**src/rtl/cmp_pkg.sv**
```systemverilog
package cmp_pkg;

    // Relation verdict carried between stages and onto the outputs.
    typedef struct packed {
        logic gt;
        logic eq;
        logic lt;
    } rel_t;

    // Value to apply at the least significant cascade inputs.
    localparam rel_t REL_TIE = '{gt: 1'b0, eq: 1'b1, lt: 1'b0};

    // Verdict of a slice whose bits differ: cascade is not used.
    function automatic rel_t rel_local(input logic a_wins, input logic b_wins);
        rel_t r;
        r.gt = a_wins;
        r.eq = 1'b0;
        r.lt = b_wins;
        return r;
    endfunction

endpackage

```
**src/rtl/cmp_bit_cell.sv**
```systemverilog
module cmp_bit_cell (
    input  logic a_bit,
    input  logic b_bit,
    output logic same,
    output logic a_high,
    output logic b_high
);
    // Equality of the pair, and which operand holds the 1 when they differ.
    assign same   = ~(a_bit ^ b_bit);
    assign a_high = a_bit & ~b_bit;
    assign b_high = ~a_bit & b_bit;
endmodule

```
**src/rtl/cmp_prio_resolve.sv**
```systemverilog
module cmp_prio_resolve #(
    parameter int W = 4
) (
    input  logic [W-1:0] same,
    input  logic [W-1:0] a_high,
    input  logic [W-1:0] b_high,
    output logic         all_same,
    output logic         a_wins,
    output logic         b_wins
);
    // upper_same[i] is high when every bit position above i-1 matches.
    logic [W:0] upper_same;

    assign upper_same[W] = 1'b1;

    for (genvar i = W - 1; i >= 0; i--) begin : g_prefix
        assign upper_same[i] = upper_same[i+1] & same[i];
    end

    assign all_same = upper_same[0];
    assign a_wins   = |(upper_same[W:1] & a_high);
    assign b_wins   = |(upper_same[W:1] & b_high);
endmodule

```
**src/rtl/cmp_cascade_merge.sv**
```systemverilog
module cmp_cascade_merge
    import cmp_pkg::*;
(
    input  logic all_same,
    input  logic a_wins,
    input  logic b_wins,
    input  rel_t cas_in,
    output rel_t rel_out
);
    always_comb begin
        if (all_same) begin
            rel_out = cas_in;
        end else begin
            rel_out = rel_local(a_wins, b_wins);
        end
    end
endmodule

```
**src/rtl/cmp_stage.sv**
```systemverilog
module cmp_stage
    import cmp_pkg::*;
#(
    parameter int W = 4
) (
    input  logic [W-1:0] a,
    input  logic [W-1:0] b,
    input  rel_t         cas_in,
    output rel_t         rel_out
);
    logic [W-1:0] same;
    logic [W-1:0] a_high;
    logic [W-1:0] b_high;
    logic         all_same;
    logic         a_wins;
    logic         b_wins;

    for (genvar i = 0; i < W; i++) begin : g_bits
        cmp_bit_cell u_cell (
            .a_bit  (a[i]),
            .b_bit  (b[i]),
            .same   (same[i]),
            .a_high (a_high[i]),
            .b_high (b_high[i])
        );
    end

    cmp_prio_resolve #(.W(W)) u_resolve (
        .same     (same),
        .a_high   (a_high),
        .b_high   (b_high),
        .all_same (all_same),
        .a_wins   (a_wins),
        .b_wins   (b_wins)
    );

    cmp_cascade_merge u_merge (
        .all_same (all_same),
        .a_wins   (a_wins),
        .b_wins   (b_wins),
        .cas_in   (cas_in),
        .rel_out  (rel_out)
    );
endmodule

```
**src/rtl/mag_cmp_chain.sv**
```systemverilog
module mag_cmp_chain
    import cmp_pkg::*;
#(
    parameter int STAGE_W    = 4,
    parameter int NUM_STAGES = 2,
    localparam int WORD_W    = STAGE_W * NUM_STAGES
) (
    input  logic [WORD_W-1:0] a_i,
    input  logic [WORD_W-1:0] b_i,
    input  logic              cas_gt_i,
    input  logic              cas_eq_i,
    input  logic              cas_lt_i,
    output logic              gt_o,
    output logic              eq_o,
    output logic              lt_o
);
    // link[k] feeds stage k; link[NUM_STAGES] is the whole-word verdict.
    rel_t link [NUM_STAGES+1];

    assign link[0] = '{gt: cas_gt_i, eq: cas_eq_i, lt: cas_lt_i};

    for (genvar k = 0; k < NUM_STAGES; k++) begin : g_stage
        cmp_stage #(.W(STAGE_W)) u_stage (
            .a       (a_i[k*STAGE_W +: STAGE_W]),
            .b       (b_i[k*STAGE_W +: STAGE_W]),
            .cas_in  (link[k]),
            .rel_out (link[k+1])
        );
    end

    assign gt_o = link[NUM_STAGES].gt;
    assign eq_o = link[NUM_STAGES].eq;
    assign lt_o = link[NUM_STAGES].lt;
endmodule

```
**config.mk**
```make
export PLATFORM = sky130hd
export DESIGN_NAME = mag_cmp_chain
export DESIGN_NICKNAME = d
export VERILOG_FILES = /design/src/rtl/cmp_pkg.sv /design/src/rtl/cmp_bit_cell.sv /design/src/rtl/cmp_prio_resolve.sv /design/src/rtl/cmp_cascade_merge.sv /design/src/rtl/cmp_stage.sv /design/src/rtl/mag_cmp_chain.sv
export SDC_FILE = /design/constraint.sdc
export NUM_CORES = 1
export LEC_CHECK = 0
export CORE_AREA = 2 2 39 41
export DETAILED_ROUTE_END_ITERATION = 8
export DIE_AREA = 0 0 41 43
export PLACE_DENSITY = 0.76
export SYNTH_ARGS = -nofsm -noshare
export SYNTH_HDL_FRONTEND = slang
export SYNTH_SLANG_ARGS = --single-unit
export TNS_END_PERCENT = 20
```
**constraint.sdc**
```tcl
create_clock -name vclk -period 1.1
set_input_delay 0.165 -clock vclk [all_inputs]
set_output_delay 0.165 -clock vclk [all_outputs]
set_load 0.01 [all_outputs]
```
==> results of run 1 <==
## layout make-up
type | count | area [µm²]
well taps | 16 | 20.0
repair buffers | 28 | 193
inverters | 17 | 66.3
fillers | 147 | 606
multi-input cells | 36 | 499
## worst max-delay path: cells and delay by family
kind	cells	cell delay, ns
AND/OR/NAND/NOR	1	0.19
AO/OA/AOI/OAI	2	0.21
buffers and inverters	3	0.39
adder cells (fa/ha/maj)	1	0.26
## worst paths after layout
check	to	slack [ns]
min	lt_o	0.88
max	lt_o	-0.29
## through the flow
stage	total power, µW	TNS [ns]	cells	worst slack (ns)
6_report	305	-0.741	97	-0.290
3_3_place_gp	283	-3.17	96	-1.08
4_1_cts	296	-0.701	97	-0.280
3_5_place_dp	294	-3.24	96	-1.13
2_1_floorplan	148	-0.0513	53	-0.0256
5_1_grt	337	-0.899	97	-0.336
## metal layers
| layer | vias up | wire (µm) | part of all wire [%] |
|---|---|---|---|
| met4 | 0 | 17 | 1.5 |
| met3 | 2 | 43 | 3.8 |
| met2 | 12 | 703 | 62 |
| met1 | 211 | 370 | 33 |
| li1 | 238 | - | - |
| met5 | - | 0 | 0 |
## synthesized netlist by cell type (all sizes together)
| master | count | share of area [%] |
|---|---|---|
| nand3 | 2 | 2.5 |
| a21oi | 2 | 2.5 |
| nand4 | 1 | 1.6 |
| o2111ai | 2 | 4.3 |
| a21o | 2 | 3.7 |
| a221oi | 2 | 4.3 |
| and4 | 1 | 2.5 |
| and3 | 4 | 7.5 |
| o22ai | 2 | 3.1 |
| o21ai | 2 | 2.5 |
| inv | 17 | 16 |
| ha | 16 | 50 |
## power breakdown
group | total, µW | internal, µW | switching (µW)
sequential | 0 | 0 | 0
combinational | 305 | 168 | 137
clock | 0 | 0 | 0
## repair_timing
action | CTS | global route
pin swaps | 20 | 2
endpoints found under the setup margin | 3 | 3
gates resized for setup | 95 | 1
setup buffers | 1 | 0
## cell families (layout without fill, tap and decap cells)
kind of cell | count (synthesis) | count (layout) | synth area share (%)
adder cells (fa/ha/maj) | 16 | 16 | 49.7
AO/OA/AOI/OAI | 12 | 12 | 20.5
AND/OR/NAND/NOR | 8 | 8 | 14.0
buffers and inverters | 17 | 45 | 15.8
==> summary.md, run 1 <==
| Metric | Value |
|---|---|
| Met3 GRT Util | `0%` |
| RePlAce Congestion | `0.680` |
| Yosys cell types | `13` |
| Num ports | `22` |
| Via count | `463` |
| Avg Cell Area, Syn | `7.60 µm²` |
| Die ar. | `1760 µm²` |
| TritonRoute pass-1 iters | `2` |
| Worst vdd ir | `181 µV` |
| Met1 usage | `14.9%` |
| GRT Total Usage | `15.0%` |
| Crit end category | `output port` |
| Period utilization | `126%` |
| Pwr/cell area | `391 nW/µm²` |
| Setup Viol. Count Final | `3` |
| DP Area | `759 µm²` |
| Final slew viol count | `0` |
| Max-cap violations | `0` |
| Vias/cell | `4.77` |
| GR Util met2 | `31.3%` |
| Chip width | `41 µm` |
| Final-layout clock buffer total | `0` |
| Mapped Nets | `88` |
| Leak Pwr | `0.000398 µW` |
| Violated checks | `negative setup slack` |
| Hold Path Class | `in2out` |
| Initial Util | `29.1%` |
| Routed Antenna Nets | `0` |
| Syn-to-layout area delta | `93.2%` |
| Vias in the first global route | `475` |
| Most frequent cells in the layout | `buf_2 (16), inv_1 (10), ha_4 (9)` |
| RSZ-0062 raised after global routing | `true` |
| Core ar. | `1380 µm²` |
| Cells after Synth | `53` |
| Worst-path fanout max | `6` |
| Most frequent CP cell | `buf_2` |
| Final worst path period need | `1.39 ns` |
| GR peak layer | `met2` |
| Fin area | `778 µm²` |
| WHS Path Cells | `5` |
| Slowest CP cell | `ha_4` |
| Register area share after synthesis | `0%` |
| Antenna violations before repair | `0` |
| Status | `complete, but fails checks` |
| Ant. Diodes | `0` |
| Achievable Freq | `0.719 GHz` |
| Crit path cell chain | `buf_2 -> ha_4 -> buf_4 -> a21oi_1 -> and3_1 -> o22ai_2 -> buf_2` |
| Port bufs | `22` |
| Sequential cells | `0` |
| First-pass GRT wire length | `1880 µm` |
| Slew @ Worst Pin | `0.206 ns` |
| Cell row count | `14` |
| Global route overflow | `0` |
| Die H | `43 µm` |
| Data required time of the worst path | `0.94 ns` |
| Fin Hold WS | `0.876 ns` |
| Synth warn | `0` |
| Mapped Area | `403 µm²` |
| Routed Wire Length | `1130 µm` |
| Drt wl/cell | `11.7 µm` |
| Final nets | `118` |
| Worst Min Path Start | `b_i[7]` |
| Most common cell after layout, fill and taps aside | `buf_2` |
| Crit path kind | `in2out` |
| Initial DRC Count | `1` |
| Final core utilization | `56.2%` |
| FF+latch area | `0 µm²` |
| CP peak stage delay | `0.26 ns` |
| Critical path launch point type | `input pin` |
| Worst Path Arrival | `1.22 ns` |
| Slew headroom | `86.3%` |
| Largest net degree at the start of global routing | `7` |
| Critical path launch point | `b_i[3]` |
| Hpwl dp | `930 µm` |
| Post-CTS Hold Buffers | `0` |
| DRC errors left | `0` |
| Fin worst setup slack | `-0.290 ns` |
| Fin. Hold Viols | `0` |
| Layout cells sized above 1 | `61.7%` |
No activity file was read; power rests on OpenSTA's default activity.
==> run 2: changes to the inputs <==
--- a/config.mk
+++ b/config.mk
@@ -8,7 +8,7 @@
 export CORE_AREA = 2 2 39 41
 export DETAILED_ROUTE_END_ITERATION = 8
 export DIE_AREA = 0 0 41 43
-export PLACE_DENSITY = 0.76
+export PLACE_DENSITY_LB_ADDON = 0.12
 export SYNTH_ARGS = -nofsm -noshare
 export SYNTH_HDL_FRONTEND = slang
 export SYNTH_SLANG_ARGS = --single-unit
==> run 2 against run 1 <==
Compared with the run above:
- the flow still finishes with violations (negative setup slack)
- via count grew 5.2%
- largest cell class unchanged
- hold slack gained 0.0017 ns
- power grew 16%
- combinational power grew 15%
- setup slack gained 0.032 ns
==> summary.md, run 2 (synthesis gave the netlist of run 1 again) <==
| Metric | Value |
|---|---|
| Status | `complete, but fails checks` |
| Violated checks | `negative setup slack` |
| DRC errors left | `0` |
| Initial Util | `29.1%` |
| Critical path launch point type | `input pin` |
| Internal | `211 µW` |
| Chip width | `41 µm` |
| Logic pwr share | `100.0%` |
| Final nets | `122` |
| Die ar. | `1760 µm²` |
| Pwr/cell area | `401 nW/µm²` |
| Largest net degree at the start of global routing | `6` |
| Sequential cells | `0` |
| Port bufs | `22` |
| Hold Path Class | `in2out` |
| Period utilization | `123%` |
| Pre-CTS setup slack | `-1.08 ns` |
| Worst vdd ir | `191 µV` |
| RSZ-0062 raised after global routing | `true` |
| Via count | `487` |
| Final worst path period need | `1.36 ns` |
| Vias in the first global route | `485` |
| Area of the multi-input gates | `479 µm²` |
| Routed Wire Length | `1110 µm` |
| Hpwl dp | `902 µm` |
| Slew @ Worst Pin | `0.217 ns` |
| Initial DRC Count | `4` |
| Fin worst setup slack | `-0.258 ns` |
| Worst-path fanout max | `2` |
| Leak Pwr | `0.000447 µW` |
| Routed Antenna Nets | `0` |
| Most frequent cells in the layout | `buf_6 (10), buf_4 (10), inv_1 (9), ha_1 (9), ha_4 (7)` |
| Global route overflow | `0` |
| Drt wl/cell | `11.0 µm` |
| GRT Total Usage | `15.3%` |
| FF+latch area | `0 µm²` |
| Core ar. | `1380 µm²` |
| Final slew viol count | `0` |
| Vias/cell | `4.82` |
| First-pass GRT wire length | `1970 µm` |
| Final-layout clock buffer total | `0` |
| Ant. Diodes | `0` |
| Die H | `43 µm` |
| Switching Fraction | `40.1%` |
| TNS Setup | `-0.668 ns` |
| Sequential power share | `0%` |
| Setup Viol. Count Final | `3` |
| Post-CTS Hold Buffers | `0` |
| Syn-to-layout area delta | `118%` |
| Clk pwr share | `0%` |
| # fillers | `124` |
| Achievable Freq | `0.736 GHz` |
| Data required time of the worst path | `0.94 ns` |
| Net Sw Power | `141 µW` |
| TritonRoute pass-1 iters | `4` |
| Final core utilization | `63.5%` |
| Crit path kind | `in2out` |
| Num ports | `22` |
| Layout cells sized above 1 | `63.5%` |
| Antenna violations before repair | `0` |
| Cell row count | `14` |
| RePlAce Congestion | `0.674` |
| Crit end category | `output port` |
| Slew headroom | `85.6%` |
| Fin. Hold Viols | `0` |
| Worst Path Arrival | `1.19 ns` |
| Max-cap violations | `0` |
run 2: cell count changes in the layout (fill, tap and decap cells not counted), moves of 3 or more:
cell   previous run  this run
inv_4             1         5
buf_8             1         4
buf_6             2        10
inv_2             6         3
buf_2            16         5
buf_4             6        10
ha_1              6         9
run 2: cell type report:
class | count | share of cell area, %
Multi-Input combinational cell | 36 | 54.6
Timing Repair Buffer | 32 | 34.5
Tap cell | 16 | 2.28
Inverter | 17 | 8.69
run 2: worst paths after layout:
| check | startpoint | to | cells past startpoint |
|---|---|---|---|
| setup / recovery | a_i[5] | lt_o | 7 |
| hold / removal | b_i[7] | lt_o | 5 |
run 2: timing repair:
item                                    CTS  global route
gates resized for setup                 105            12
endpoints found under the setup margin    3             3
setup buffers                             4             0
pin swaps                                19             9
run 2: stage by stage:
| stage | cell area (µm²) | power [µW] | hold WS (ns) | cells |
|---|---|---|---|---|
| global placement | 767 | 290 | 1.34 | 97 |
| finish | 878 | 352 | 0.878 | 101 |
| global route | 878 | 390 | 0.916 | 101 |
| floorplan | 482 | 148 | 0.485 | 53 |
| detailed placement | 767 | 295 | 1.33 | 97 |
| CTS | 831 | 325 | 0.882 | 101 |
run 2: power groups by stage:
stage          Sequential, µW  Clock (µW)  Combinational (µW)
4_1_cts                     0           0                 325
2_1_floorplan               0           0                 148
3_3_place_gp                0           0                 290
5_1_grt                     0           0                 390
6_report                    0           0                 352
3_5_place_dp                0           0                 295
run 2: routing by layer:
layer / part of all wire [%] / wire [µm] / GRT usage (%) / vias to the layer above
met1: 36 / 404 / 18.7 / 231
met4: 0 / 0 / 0 / 0
met5: 0 / 0 / 0 / -
li1: - / - / - / 246
met2: 60 / 665 / 29.4 / 10
met3: 3.3 / 37 / 0 / 0
run 2: critical path, stage by stage:
cell and delay (ns):
buf_6 0.10, inv_4 0.05, ha_4 0.19, and3_4 0.19
a221oi_2 0.26, o22ai_2 0.10, buf_2 0.14
